===== config.mk =====
export PLATFORM = sky130hd
export DESIGN_NAME = alu32
export DESIGN_NICKNAME = d
export VERILOG_FILES = /design/src/rtl/alu_pkg.sv /design/src/rtl/alu_ctrl.sv /design/src/rtl/alu_dpath.sv /design/src/rtl/alu32.sv
export SDC_FILE = /design/constraint.sdc
export NUM_CORES = 1
export LEC_CHECK = 0
export BUFFER_PORTS_ARGS = -buffer_cell sky130_fd_sc_hd__buf_2
export CAP_MARGIN = 10
export CORE_UTILIZATION = 48
export DETAILED_ROUTE_END_ITERATION = 10
export PLACE_DENSITY = 0.68
export SKIP_LAST_GASP = 1
export SLEW_MARGIN = 20
export SYNTH_ARGS = -nofsm -noshare
export SYNTH_HDL_FRONTEND = slang
export SYNTH_SLANG_ARGS = --single-unit

===== constraint.sdc =====
create_clock -name vclk -period 8.6
set_input_delay 1.72 -clock vclk [all_inputs]
set_output_delay 1.72 -clock vclk [all_outputs]
set_load 0.03 [all_outputs]

===== src/rtl/alu_pkg.sv =====
`timescale 1ns/1ps
package alu_pkg;

  typedef enum logic [4:0] {
    OP_ADD  = 5'd0,
    OP_ADDU = 5'd1,
    OP_SUB  = 5'd2,
    OP_SUBU = 5'd3,
    OP_AND  = 5'd4,
    OP_OR   = 5'd5,
    OP_XOR  = 5'd6,
    OP_NOR  = 5'd7,
    OP_SLT  = 5'd8,
    OP_SLTU = 5'd9,
    OP_LUI  = 5'd10,
    OP_SLL  = 5'd11,
    OP_SRL  = 5'd12,
    OP_SRA  = 5'd13,
    OP_SLLV = 5'd14,
    OP_SRLV = 5'd15,
    OP_SRAV = 5'd16
  } aluOp_e;

  // bitwise function select
  typedef enum logic [1:0] {
    LF_AND = 2'd0,
    LF_OR  = 2'd1,
    LF_XOR = 2'd2,
    LF_NOR = 2'd3
  } logicFn_e;

  // strobes from control to datapath
  typedef struct packed {
    logic     selArith;
    logic     selLogic;
    logic     selSlt;
    logic     selLui;
    logic     selShift;
    logic     subtract;
    logic     trapEn;
    logic     sltUnsigned;
    logic     shRight;
    logic     shArith;
    logic     shVar;
    logicFn_e logicFn;
  } aluCtrl_t;

endpackage


===== src/rtl/alu_ctrl.sv =====
`timescale 1ns/1ps
module alu_ctrl
  import alu_pkg::*;
(
  input  logic [4:0] opSel,
  output aluCtrl_t   ctl
);

  always_comb begin
    ctl = '0;
    case (opSel)
      OP_ADD:  begin ctl.selArith = 1'b1; ctl.trapEn = 1'b1; end
      OP_ADDU: begin ctl.selArith = 1'b1; end
      OP_SUB:  begin ctl.selArith = 1'b1; ctl.subtract = 1'b1; ctl.trapEn = 1'b1; end
      OP_SUBU: begin ctl.selArith = 1'b1; ctl.subtract = 1'b1; end
      OP_AND:  begin ctl.selLogic = 1'b1; ctl.logicFn = LF_AND; end
      OP_OR:   begin ctl.selLogic = 1'b1; ctl.logicFn = LF_OR;  end
      OP_XOR:  begin ctl.selLogic = 1'b1; ctl.logicFn = LF_XOR; end
      OP_NOR:  begin ctl.selLogic = 1'b1; ctl.logicFn = LF_NOR; end
      OP_SLT:  begin ctl.selSlt = 1'b1; ctl.subtract = 1'b1; end
      OP_SLTU: begin ctl.selSlt = 1'b1; ctl.subtract = 1'b1; ctl.sltUnsigned = 1'b1; end
      OP_LUI:  begin ctl.selLui = 1'b1; end
      OP_SLL:  begin ctl.selShift = 1'b1; end
      OP_SRL:  begin ctl.selShift = 1'b1; ctl.shRight = 1'b1; end
      OP_SRA:  begin ctl.selShift = 1'b1; ctl.shRight = 1'b1; ctl.shArith = 1'b1; end
      OP_SLLV: begin ctl.selShift = 1'b1; ctl.shVar = 1'b1; end
      OP_SRLV: begin ctl.selShift = 1'b1; ctl.shVar = 1'b1; ctl.shRight = 1'b1; end
      OP_SRAV: begin ctl.selShift = 1'b1; ctl.shVar = 1'b1; ctl.shRight = 1'b1; ctl.shArith = 1'b1; end
      default: ctl = '0;
    endcase
  end

  // At most one result unit is ever enabled; unused codes enable none.
  always_comb begin
    AST_UNIT_ONEHOT: assert ($onehot0({ctl.selArith, ctl.selLogic, ctl.selSlt,
                                       ctl.selLui, ctl.selShift}));
  end

endmodule


===== src/rtl/alu_dpath.sv =====
`timescale 1ns/1ps
module alu_dpath
  import alu_pkg::*;
#(
  parameter int WIDTH = 32,
  localparam int SHW  = $clog2(WIDTH),
  localparam int HALF = WIDTH / 2
) (
  input  logic [WIDTH-1:0] opA,
  input  logic [WIDTH-1:0] opB,
  input  logic [SHW-1:0]   shamt,
  input  aluCtrl_t         ctl,
  output logic [WIDTH-1:0] result,
  output logic             zero,
  output logic             overflow
);

  // shared adder / subtractor
  logic [WIDTH-1:0] bOperand;
  logic [WIDTH:0]   sumExt;
  logic [WIDTH-1:0] sumWord;
  logic             carryOut;
  logic             signedOvf;
  logic             lessSigned;
  logic             lessUnsigned;

  assign bOperand     = ctl.subtract ? ~opB : opB;
  assign sumExt       = {1'b0, opA} + {1'b0, bOperand} + {{WIDTH{1'b0}}, ctl.subtract};
  assign sumWord      = sumExt[WIDTH-1:0];
  assign carryOut     = sumExt[WIDTH];
  assign signedOvf    = (opA[WIDTH-1] == bOperand[WIDTH-1]) && (sumWord[WIDTH-1] != opA[WIDTH-1]);
  assign lessSigned   = sumWord[WIDTH-1] ^ signedOvf;
  assign lessUnsigned = ~carryOut;

  // bitwise unit
  logic [WIDTH-1:0] logicWord;
  always_comb begin
    case (ctl.logicFn)
      LF_AND:  logicWord = opA & opB;
      LF_OR:   logicWord = opA | opB;
      LF_XOR:  logicWord = opA ^ opB;
      default: logicWord = ~(opA | opB);
    endcase
  end

  // barrel shifter: right-shift stages, left shift via bit reversal
  logic [SHW-1:0]   shCount;
  logic             shFill;
  logic [WIDTH-1:0] opBRev;
  logic [WIDTH-1:0] stageOut;
  logic [WIDTH-1:0] stageRev;
  logic [WIDTH-1:0] shiftWord;
  logic [WIDTH-1:0] stg [0:SHW];

  assign shCount = ctl.shVar ? opA[SHW-1:0] : shamt;
  assign shFill  = ctl.shRight & ctl.shArith & opB[WIDTH-1];

  for (genvar i = 0; i < WIDTH; i++) begin : g_rev
    assign opBRev[i]   = opB[WIDTH-1-i];
    assign stageRev[i] = stageOut[WIDTH-1-i];
  end

  assign stg[0] = ctl.shRight ? opB : opBRev;

  for (genvar k = 0; k < SHW; k++) begin : g_stage
    assign stg[k+1] = shCount[k] ? {{(2**k){shFill}}, stg[k][WIDTH-1:(2**k)]} : stg[k];
  end

  assign stageOut  = stg[SHW];
  assign shiftWord = ctl.shRight ? stageOut : stageRev;

  // result selection
  logic [WIDTH-1:0] sltWord;
  logic [WIDTH-1:0] luiWord;

  assign sltWord = {{(WIDTH-1){1'b0}}, (ctl.sltUnsigned ? lessUnsigned : lessSigned)};
  assign luiWord = {opB[HALF-1:0], {HALF{1'b0}}};

  assign result = ({WIDTH{ctl.selArith}} & sumWord)
                | ({WIDTH{ctl.selLogic}} & logicWord)
                | ({WIDTH{ctl.selSlt}}   & sltWord)
                | ({WIDTH{ctl.selLui}}   & luiWord)
                | ({WIDTH{ctl.selShift}} & shiftWord);

  assign zero     = (result == '0);
  assign overflow = ctl.trapEn & ctl.selArith & signedOvf;

  always_comb begin
    if (ctl.selSlt) begin
      AST_SLT_BOOL: assert (result[WIDTH-1:1] == '0);
    end
    if (ctl.selLui) begin
      AST_LUI_LOW: assert (result[HALF-1:0] == '0);
    end
    if (ctl.selShift && ctl.shArith && opB[WIDTH-1]) begin
      AST_SRA_SIGN: assert (result[WIDTH-1]);
    end
  end

endmodule


===== src/rtl/alu32.sv =====
`timescale 1ns/1ps
module alu32
  import alu_pkg::*;
(
  input  logic [31:0] opA,
  input  logic [31:0] opB,
  input  logic [4:0]  shamt,
  input  logic [4:0]  opSel,
  output logic [31:0] result,
  output logic        zero,
  output logic        overflow
);

  aluCtrl_t ctl;

  alu_ctrl u_ctrl (
    .opSel (opSel),
    .ctl   (ctl)
  );

  alu_dpath #(.WIDTH(32)) u_dpath (
    .opA      (opA),
    .opB      (opB),
    .shamt    (shamt),
    .ctl      (ctl),
    .result   (result),
    .zero     (zero),
    .overflow (overflow)
  );

  always_comb begin
    if (opSel != OP_ADD && opSel != OP_SUB) begin
      AST_NO_OVERFLOW: assert (!overflow);
    end
    if (opSel == OP_SUBU && opA == opB) begin
      AST_ZERO_FLAG: assert (zero);
    end
  end

endmodule


==> results of run 1 <==
==> synth_stat cells, types with 4 or more instances <==
master,n
a21boi_0,4
buf_2,21
mux2i_1,93
o221ai_1,16
a22oi_1,11
o31ai_1,14
buf_4,12
nand4b_1,4
nand4_1,11
nor2_1,72
buf_1,13
mux2_2,10
a2111oi_0,21
a211oi_1,44
clkbuf_1,51
nand2_1,107
a221oi_1,29
nand2b_1,20
o22ai_1,17
a21o_1,30
a221o_1,4
and3_1,6
o21ai_0,45
o2111ai_1,6
xnor2_1,53
a222oi_1,5
inv_1,68
nor3_1,33
nand3_1,30
or4_1,8
nor4_1,7
a32oi_1,7
xor2_1,15
a211o_1,7
nor2b_1,8
buf_6,7
a31oi_1,9
o211ai_1,28
and2_1,6
ha_1,103
a32o_1,4
a21oi_1,94
or3_1,5
or2_2,5
==> layer usage <==
metal	vias to the layer above	wire length, um
li1	4923	-
met1	5195	17100
met2	851	18500
met3	174	5780
met4	0	2850
met5	-	0
==> cell type report <==
cell class                 instances  area share (%)
multi-input combinational       1060            81.3
inverter                          69            2.62
tap                              225            2.85
timing repair buffer             203            13.2
==> metrics by stage <==
stage,instance area [um2],utilization (%)
final,9880,56.6
after global routing,9880,56.6
after CTS,9790,56.0
after detailed placement,9790,56.0
after global placement,9790,56.0
after floorplan,8680,-
==> kinds of logic after synthesis <==
| family | count (synthesis) | share of synthesized area [%] |
|---|---|---|
| AOI/OAI and AO/OA | 436 | 36.1 |
| and+or+nand+nor | 345 | 19.9 |
| buffers and inverters | 173 | 8.92 |
| muxes | 107 | 13.1 |
| adders and majority gates | 104 | 15.1 |
| xor gates and xnor gates | 68 | 6.87 |
==> critical path, cell delays in order <==
cell and delay, ns:
buf_4 0.12, buf_4 0.17, nor3b_4 0.40, buf_4 0.22
a21oi_2 0.15, mux2_2 0.53, o21ai_0 0.29, a2111oi_2 0.42
a221oi_1 0.21, a2111oi_2 0.57, nand3_1 0.13, or4_1 0.42
or4_1 0.41, or4_1 0.60, nor4_4 0.18, clkbuf_4 0.24
==> how the worst max path moves through the flow <==
stage / slack, ns / from / depth (start not counted) / endpoint
final: 0.09 / opSel[1] / 16 / zero
after global routing: 0.007 / opSel[4] / 16 / zero
after CTS: 0.03 / opSel[1] / 18 / zero
after detailed placement: 0.05 / opSel[1] / 18 / zero
after global placement: 0.10 / opSel[1] / 18 / zero
after floorplan: 0.04 / opSel[2] / 20 / zero
==> power groups by stage <==
stage                     clock network [uW]  registers (uW)  logic [uW]
final                                      0               0         909
after global routing                       0               0         948
after floorplan                            0               0         546
after CTS                                  0               0         859
after detailed placement                   0               0         855
after global placement                     0               0         852
==> key figures, run 1 <==
Setup path
  – Crit path launch type: primary input
  – Worst Path Arrival: 6.79 ns
  – Worst path required time: 6.88 ns
  – Worst Setup End Kind: output port
  – Critical path type: in -> out
  – Critical-path maximum fanout: 15

Die
  – Ports: 108
  – Die area: 18600 um2
  – Chip width: 136 um
  – Initial core utilization: around 50%
  – Cell row count: 48
  – CORE AREA: 17500 um2
  – Die height: ~140 um

Timing
  – Setup-violating endpoint count in the final report: 0
  – Max frequency: 118 MHz
  – Final setup margin: 0.0909 ns
  – Worst slew margin: a little over a fifth
  – Hold slack: 3.99 ns
  – Minimum clock period: roughly 8.5 ns
  – Hold Violations, Final: 0
  – Fin. max-slew vios: 0
  – Final period util: 98.9%
  – RSZ-0062 raised after global routing: no
  – Setup TNS Final: 0 ns
  – Slew @ Worst Pin: 1.15 ns

Final layout
  – Seq Cell Count: 0
  – Register Area: 0 um2
  – # clk buffers: 0
  – ANT cells: 0
  – Most frequent cells in the layout: nand2_1, buf_2, ha_1
  – Nets: between 1500 and 2000
  – Fill count: 1754
  – Area of the multi-input gates: 8040 um2
  – Finished Layout Cells: 1557
  – Share of layout cells above drive strength 1: 19.7%
  – Area grow syn2layout: 14.0%

Hold path
  – Hold EP: overflow
  – Hold crit path type: in -> out
  – Hold Path Origin: opA[31]
  – Hold Path Cell Cnt: 5

Logic synthesis
  – Top cell type by total area after synthesis: ha_1
  – Post-Syn Area: 8670 um2
  – Post-Syn Nets: 1411
  – Library cells used by synthesis: 83
  – Syn Inst Count: 1233
  – Ys Warns: 0
  – Avg Synthesized Cell Area: roughly 7 um2
  – Post-synth top area share: 14.9%
  – Synth area leaders: ha_1, mux2i_1, a21oi_1, xnor2_1, nand2_1
  – Register area share after synthesis: 0%

GRT
  – First-pass GRT wire length: 64000 um
  – GRT overflow: 0
  – Global route hottest layer: met2
  – Vias in the first global route: 10100
  – Met2 usage in global routing: approximately 70%
  – Overall routing resource usage: 46.6%
  – Global Route met3 Usage: 11.3%
  – Antenna violations before repair: 0
  – Global routing usage on met1: between 60 and 70%
  – Largest net degree at the start of global routing: 46

Drt
  – DRC Markers: 0
  – Final wirelength: 44200 um
  – Routed Antenna Nets: 0
  – DRT Pass-1 Iters: 10
  – Vias per cell: 7.16
  – Via count: 11100
  – Routed length per instance: 28.4 um
  – Number of DRC markers in iteration 0: about 1400

Clock tree
  – Post-cts resize count: 0
  – Hold-fix buffer count after cts: 0
  – Post-CTS Setup Bufs: 0

Power
  – Combinational power share: 100.0%
  – VDD IR max: between 40 and 50 uV
  – Clock Power Share: 0%
  – PD cells: 92.0 nW/um2
  – Final Total Pwr: 909 uW
  – Internal power: 314 uW
  – Sw Share: 65.5%
  – Register share of total power: 0%
  – P_sw: 595 uW
  – Lkg Pwr: 0.00449 uW

Placement
  – RD Place Congestion: between 1 and 1.5
  – I/O Buffers: about 110
  – Pre-CTS setup slack: 0.0487 ns
  – Placed insts: 1557
  – DP Wirelength: 35900 um

Status
  – Status: finished, final reports clean

Job
  – Max-cap violations: 0
Power figures use the tool's default switching activity.
==> inputs of run 2 (changes only) <==
--- a/config.mk
+++ b/config.mk
@@ -7,9 +7,11 @@
 export LEC_CHECK = 0
 export BUFFER_PORTS_ARGS = -buffer_cell sky130_fd_sc_hd__buf_2
 export CAP_MARGIN = 10
-export CORE_UTILIZATION = 48
+export CELL_PAD_IN_SITES_DETAIL_PLACEMENT = 1
+export CELL_PAD_IN_SITES_GLOBAL_PLACEMENT = 2
+export CORE_UTILIZATION = 35
 export DETAILED_ROUTE_END_ITERATION = 10
-export PLACE_DENSITY = 0.68
+export PLACE_DENSITY_LB_ADDON = 0.1
 export SKIP_LAST_GASP = 1
 export SLEW_MARGIN = 20
 export SYNTH_ARGS = -nofsm -noshare
==> constraint.sdc (replaced) <==
create_clock -name vclk -period 9.1
set_input_delay 1.82 -clock vclk [all_inputs]
set_output_delay 1.82 -clock vclk [all_outputs]
set_load 0.03 [all_outputs]
==> run 2 against run 1 <==
Against the previous run: sequential cell count unchanged; critical path depth increased by 4; total power decreased by 5.6%; utilization decreased by 16 points.
==> key figures, run 2 (same netlist as run 1, synthesis figures left out) <==
Drt
  – Number of DRC markers in iteration 0: 1177 (-15%)
  – Routed length per instance: 30.6 um (+7.8%)
  – Routed Antenna Nets: 0 (unchanged)
  – Via count: 11000 (-1.2%)
  – Vias per cell: 6.70 (-6.4%)
  – Final wirelength: 50300 um (+14%)
  – DRT Pass-1 Iters: 5 (-5)
  – DRC Markers: 0 (unchanged)

GRT
  – Antenna violations before repair: 0 (unchanged)
  – Vias in the first global route: 10900 (+7.8%)
  – Largest net degree at the start of global routing: 41 (-11%)
  – First-pass GRT wire length: 74000 um (+16%)
  – Overall routing resource usage: 38.6% (-8.0 points)
  – GRT overflow: 0 (unchanged)

Setup path
  – Worst stage delay on the critical path: 0.61 ns (about the same)
  – Buffers and inverters on the worst path: 4 (unchanged)
  – Critical path type: in -> out
  – CP most frequent cell: buf_4
  – Crit path depth: 20 (+4)
  – Worst path required time: 7.28 ns (+0.40 ns)
  – Crit path launch type: primary input
  – Worst Setup End Kind: output port
  – Cell Chain, Critical Path: buf_4 > xnor2_1 > or3_2 > buf_4 > xnor2_1 > ha_1 > a21oi_1 > o21ai_0 > a32o_1 > a21o_1 > o31ai_1 > buf_4 > nor4_1 > a41oi_1 > and4b_1 > o221ai_1 > or4_1 > or4_1 > nor4_2 > buf_2
  – Critical-path maximum fanout: 19 (+4)
  – Delay-heaviest family, CP: simple AND/OR/NAND/NOR gates
  – Worst Path Arrival: 7.09 ns (+0.30 ns)
  – Slowest-stage cell, CP: o31ai_1

Die
  – CORE AREA: 24300 um2 (+39%)
  – Die height: 159 um (+17%)
  – Cell row count: 57 (+19%)
  – Chip width: 159 um (+17%)
  – Initial core utilization: 35.6% (-14 points)
  – Die area: 25400 um2 (+37%)
  – Ports: 108 (unchanged)

Status
  – Status: finished, final reports clean

Final layout
  – Nets: 1499 (-0.86%)
  – # clk buffers: 0 (unchanged)
  – ANT cells: 0 (unchanged)
  – Area grow syn2layout: 13.1%
  – Core Util, Final: 40.3% (-16 points)
  – Fill count: 3136 (+79%)
  – Register Area: 0 um2 (unchanged)
  – Most frequent cells in the layout: nand2_1, buf_2, ha_1
  – Area of the multi-input gates: 7970 um2 (-0.84%)
  – Share of layout cells above drive strength 1: 18.3% (-1.4 points)
  – Finished Layout Cells: 1643 (+5.5%)
  – Seq Cell Count: 0 (unchanged)

Power
  – Final Total Pwr: 859 uW (-5.6%)
  – Lkg Pwr: 0.00441 uW (-1.8%)
  – Sw Share: 66.9% (+1.4 points)
  – PD cells: 87.6 nW/um2 (-4.8%)
  – Register share of total power: 0% (unchanged)
  – Clock Power Share: 0% (unchanged)
  – Combinational power share: 100.0% (about the same)
  – Internal power: 285 uW (-9.4%)
  – VDD IR max: 28.8 uV (-42%)
  – P_sw: 574 uW (-3.6%)

Timing
  – RSZ-0062 raised after global routing: no
  – Hold slack: 4.26 ns (+0.270 ns)
  – Setup-violating endpoint count in the final report: 0 (unchanged)
  – Worst slew margin: 18.9% (-2.7 points)
  – Hold Violations, Final: 0 (unchanged)
  – Max frequency: 112 MHz
  – Slew @ Worst Pin: 1.19 ns (+0.0393 ns)
  – Fin. max-slew vios: 0 (unchanged)
  – Minimum clock period: around 9 ns
  – Setup TNS Final: 0 ns (unchanged)
  – Final period util: between 90% and 100%

Placement
  – RD Place Congestion: 1.04 (-8.8%)
  – DP Wirelength: 41300 um (+15%)
  – I/O Buffers: 108 (unchanged)
  – Placed insts: 1643 (+5.5%)

Hold path
  – Hold Path Cell Cnt: 5 (unchanged)
  – Hold crit path type: in -> out

Clock tree
  – Hold-fix buffer count after cts: 0 (unchanged)

Job
  – Max-cap violations: 0 (unchanged)
run 2: cell count changes in the layout (fill, tap and decap cells not counted), sizes merged:
cell / previous run / this run
buf: 202 / 190
clkbuf: 1 / 0
run 2: repair_timing:
action,CTS,global route
setup buffers,0,0
endpoints found under the setup margin,0,1
resized for setup,0,5
run 2: worst paths after layout:
kind,to,slack [ns],startpoint
min,overflow,4.26,opA[31]
max,zero,0.19,opSel[1]
run 2: routing by layer:
layer,vias to the layer above,routed length (um),GRT usage [%]
met3,103,3330,3.23
met5,-,0,0
li1,4883,-,-
met4,0,2420,15.6
met2,486,22400,63.0
met1,5539,22100,52.2
run 2: power groups by stage:
stage / clock, uW / combinational [uW] / sequential [uW]
2_1_floorplan: 0 / 514 / 0
3_3_place_gp: 0 / 825 / 0
3_5_place_dp: 0 / 829 / 0
4_1_cts: 0 / 833 / 0
5_1_grt: 0 / 901 / 0
6_report: 0 / 859 / 0
run 2: stage by stage:
stage          area, um2  setup WS (ns)
4_1_cts             9770         0.0837
6_report            9800          0.194
5_1_grt             9800         0.0108
3_3_place_gp        9770          0.244
3_5_place_dp        9770          0.102
2_1_floorplan       8670          0.124
run 2: layout make-up:
cell class                      instances  share of cell area [%]
Inverter                               69                    2.64
Multi-Input combinational cell       1060                    81.3
Tap cell                              324                    4.14
Timing Repair Buffer                  190                    11.9
==> inputs of run 3 (changes only) <==
--- a/config.mk
+++ b/config.mk
@@ -9,9 +9,9 @@
 export CAP_MARGIN = 10
 export CELL_PAD_IN_SITES_DETAIL_PLACEMENT = 1
 export CELL_PAD_IN_SITES_GLOBAL_PLACEMENT = 2
-export CORE_UTILIZATION = 35
+export CORE_UTILIZATION = 38
 export DETAILED_ROUTE_END_ITERATION = 10
-export PLACE_DENSITY_LB_ADDON = 0.1
+export PLACE_DENSITY = 0.88
 export SKIP_LAST_GASP = 1
 export SLEW_MARGIN = 20
 export SYNTH_ARGS = -nofsm -noshare
==> constraint.sdc (replaced) <==
create_clock -name vclk -period 11.4
set_input_delay 2.28 -clock vclk [all_inputs]
set_output_delay 2.28 -clock vclk [all_outputs]
set_load 0.03 [all_outputs]
==> run 3 against run 2 <==
Against the previous run: combinational power is 23% lower; critical path type unchanged; count of clock-buffer cells in the layout stayed put; sequential share of layout area stayed put; utilization is 2.4 points higher; final cell count is 4.9% lower; highest routed layer unchanged; critical endpoint unchanged; via count is 0.37% lower.
==> key figures, run 3 (same netlist as run 1, synthesis figures left out) <==
Setup path
  – Worst Path Arrival: 8.23 ns (+1.14 ns)
  – Worst Setup End Kind: output port
  – CP startpoint: opSel[3]
  – Worst path required time: 9.12 ns (+1.84 ns)
  – Critical-path maximum fanout: 21 (+2)
  – Critical path type: in -> out
  – Crit path launch type: primary input

Drt
  – Via count: 11000 (-0.37%)
  – Final wirelength: 48900 um (-2.8%)
  – DRT Pass-1 Iters: 6 (+1)
  – Number of DRC markers in iteration 0: 1088 (-7.6%)
  – DRC Markers: 0 (unchanged)
  – Vias per cell: 7.02 (+4.8%)
  – Routed length per instance: 31.3 um (+2.2%)
  – Routed Antenna Nets: 0 (unchanged)

Timing
  – Max frequency: 95.2 MHz
  – Setup-violating endpoint count in the final report: 0 (unchanged)
  – Minimum clock period: 10.51 ns
  – Fin. max-slew vios: 0 (unchanged)
  – Final period util: 92.2%
  – Hold Violations, Final: 0 (unchanged)
  – Setup TNS Final: 0 ns (unchanged)
  – Slew @ Worst Pin: 1.14 ns (-0.0444 ns)
  – Worst slew margin: 22.0% (+3.0 points)
  – RSZ-0062 raised after global routing: no

Placement
  – I/O Buffers: 108 (unchanged)
  – RD Place Congestion: 1.04 (+0.39%)
  – DP Wirelength: 39300 um (-4.7%)

Power
  – Lkg Pwr: 0.00423 uW (-4.2%)
  – VDD IR max: 32.0 uV (+11%)
  – PD cells: 70.2 nW/um2 (-20%)

Die
  – Initial core utilization: 39.2% (+3.6 points)
  – CORE AREA: 22100 um2 (-9.2%)
  – Die area: 23400 um2 (-7.8%)
  – Ports: 108 (unchanged)
  – Die height: 153 um (-4.0%)
  – Chip width: 153 um (-4.0%)
  – Cell row count: 54 (-5.3%)

Job
  – Max-cap violations: 0 (unchanged)

Clock tree
  – Hold-fix buffer count after cts: 0 (unchanged)
  – Post-CTS Setup Bufs: 0 (unchanged)
  – Post-cts resize count: 0 (unchanged)

GRT
  – Vias in the first global route: 10900 (+0.56%)
  – Antenna violations before repair: 0 (unchanged)
  – Overall routing resource usage: 41.2% (+2.6 points)
  – GRT overflow: 0 (unchanged)
  – Largest net degree at the start of global routing: 71 (+73%)
  – First-pass GRT wire length: 72700 um (-1.8%)

Final layout
  – Core Util, Final: 42.7% (+2.4 points)
  – Most frequent cells in the layout: nand2_1, buf_2, ha_1
  – Nets: 1462 (-2.5%)
  – # clk buffers: 0 (unchanged)
  – Share of layout cells above drive strength 1: 15.4% (-2.8 points)
  – Register Area: 0 um2 (unchanged)
  – Area grow syn2layout: 8.89%
  – ANT cells: 0 (unchanged)
  – Seq Cell Count: 0 (unchanged)

Hold path
  – Hold Path Origin: opA[31]
  – Hold crit path type: in -> out

Status
  – Status: finished, final reports clean
## run 3: cell count changes in the layout (fill, tap and decap cells not counted), moves of 2 or more
cell	before	now
a2111oi_0	20	17
a221oi_2	4	2
a2111oi_1	3	6
a221oi_1	27	29
buf_4	82	45
## run 3: final cells by class
type | count | area [um2]
fillers | 2911 | 12700
inverters | 69 | 259
multi-input cells | 1060 | 7940
well taps | 280 | 350
repair buffers | 153 | 893
## run 3: final timing paths
kind | endpoint | slack (ns) | depth (start not counted)
hold / removal | overflow | 5.17 | 5
setup / recovery | zero | 0.89 | 18
## run 3: worst max-delay path: stages
cell and delay, ns:
buf_2 0.25, xnor2_1 0.12, or3_2 0.74, xnor2_1 0.25, ha_1 0.42, a21oi_1 0.25
nand2_1 0.07, a221oi_1 0.81, a21oi_1 0.22, o21ai_0 0.26, xnor2_1 0.15, a221oi_1 0.45
nand3_1 0.13, or4_1 0.42, or4_1 0.42, or4_1 0.58, nor4_2 0.15, buf_2 0.24
## run 3: where the power goes
part           switching (uW)  internal (uW)  leakage [uW]
clock                       0              0             0
sequential                  0              0             0
combinational             450            213       0.00423
## run 3: stage by stage
step | total power (uW) | hold WS (ns) | setup WS [ns] | std cells | area, um2
after floorplan | 410 | 4.86 | 1.50 | 1233 | 8670
after global placement | 633 | 5.14 | 1.00 | 1562 | 9440
after detailed placement | 639 | 5.15 | 0.920 | 1562 | 9440
after CTS | 642 | 5.16 | 0.888 | 1562 | 9440
after global routing | 696 | 5.19 | 0.635 | 1562 | 9440
final | 663 | 5.17 | 0.892 | 1562 | 9440
## run 3: layer usage
layer | track usage (%) | up-vias | part of all wire (%)
li1 | - | 4813 | -
met5 | 0 | - | 0
met3 | 5.44 | 149 | 8.1
met2 | 65.3 | 587 | 43
met4 | 21.5 | 0 | 6.3
met1 | 54.1 | 5421 | 42
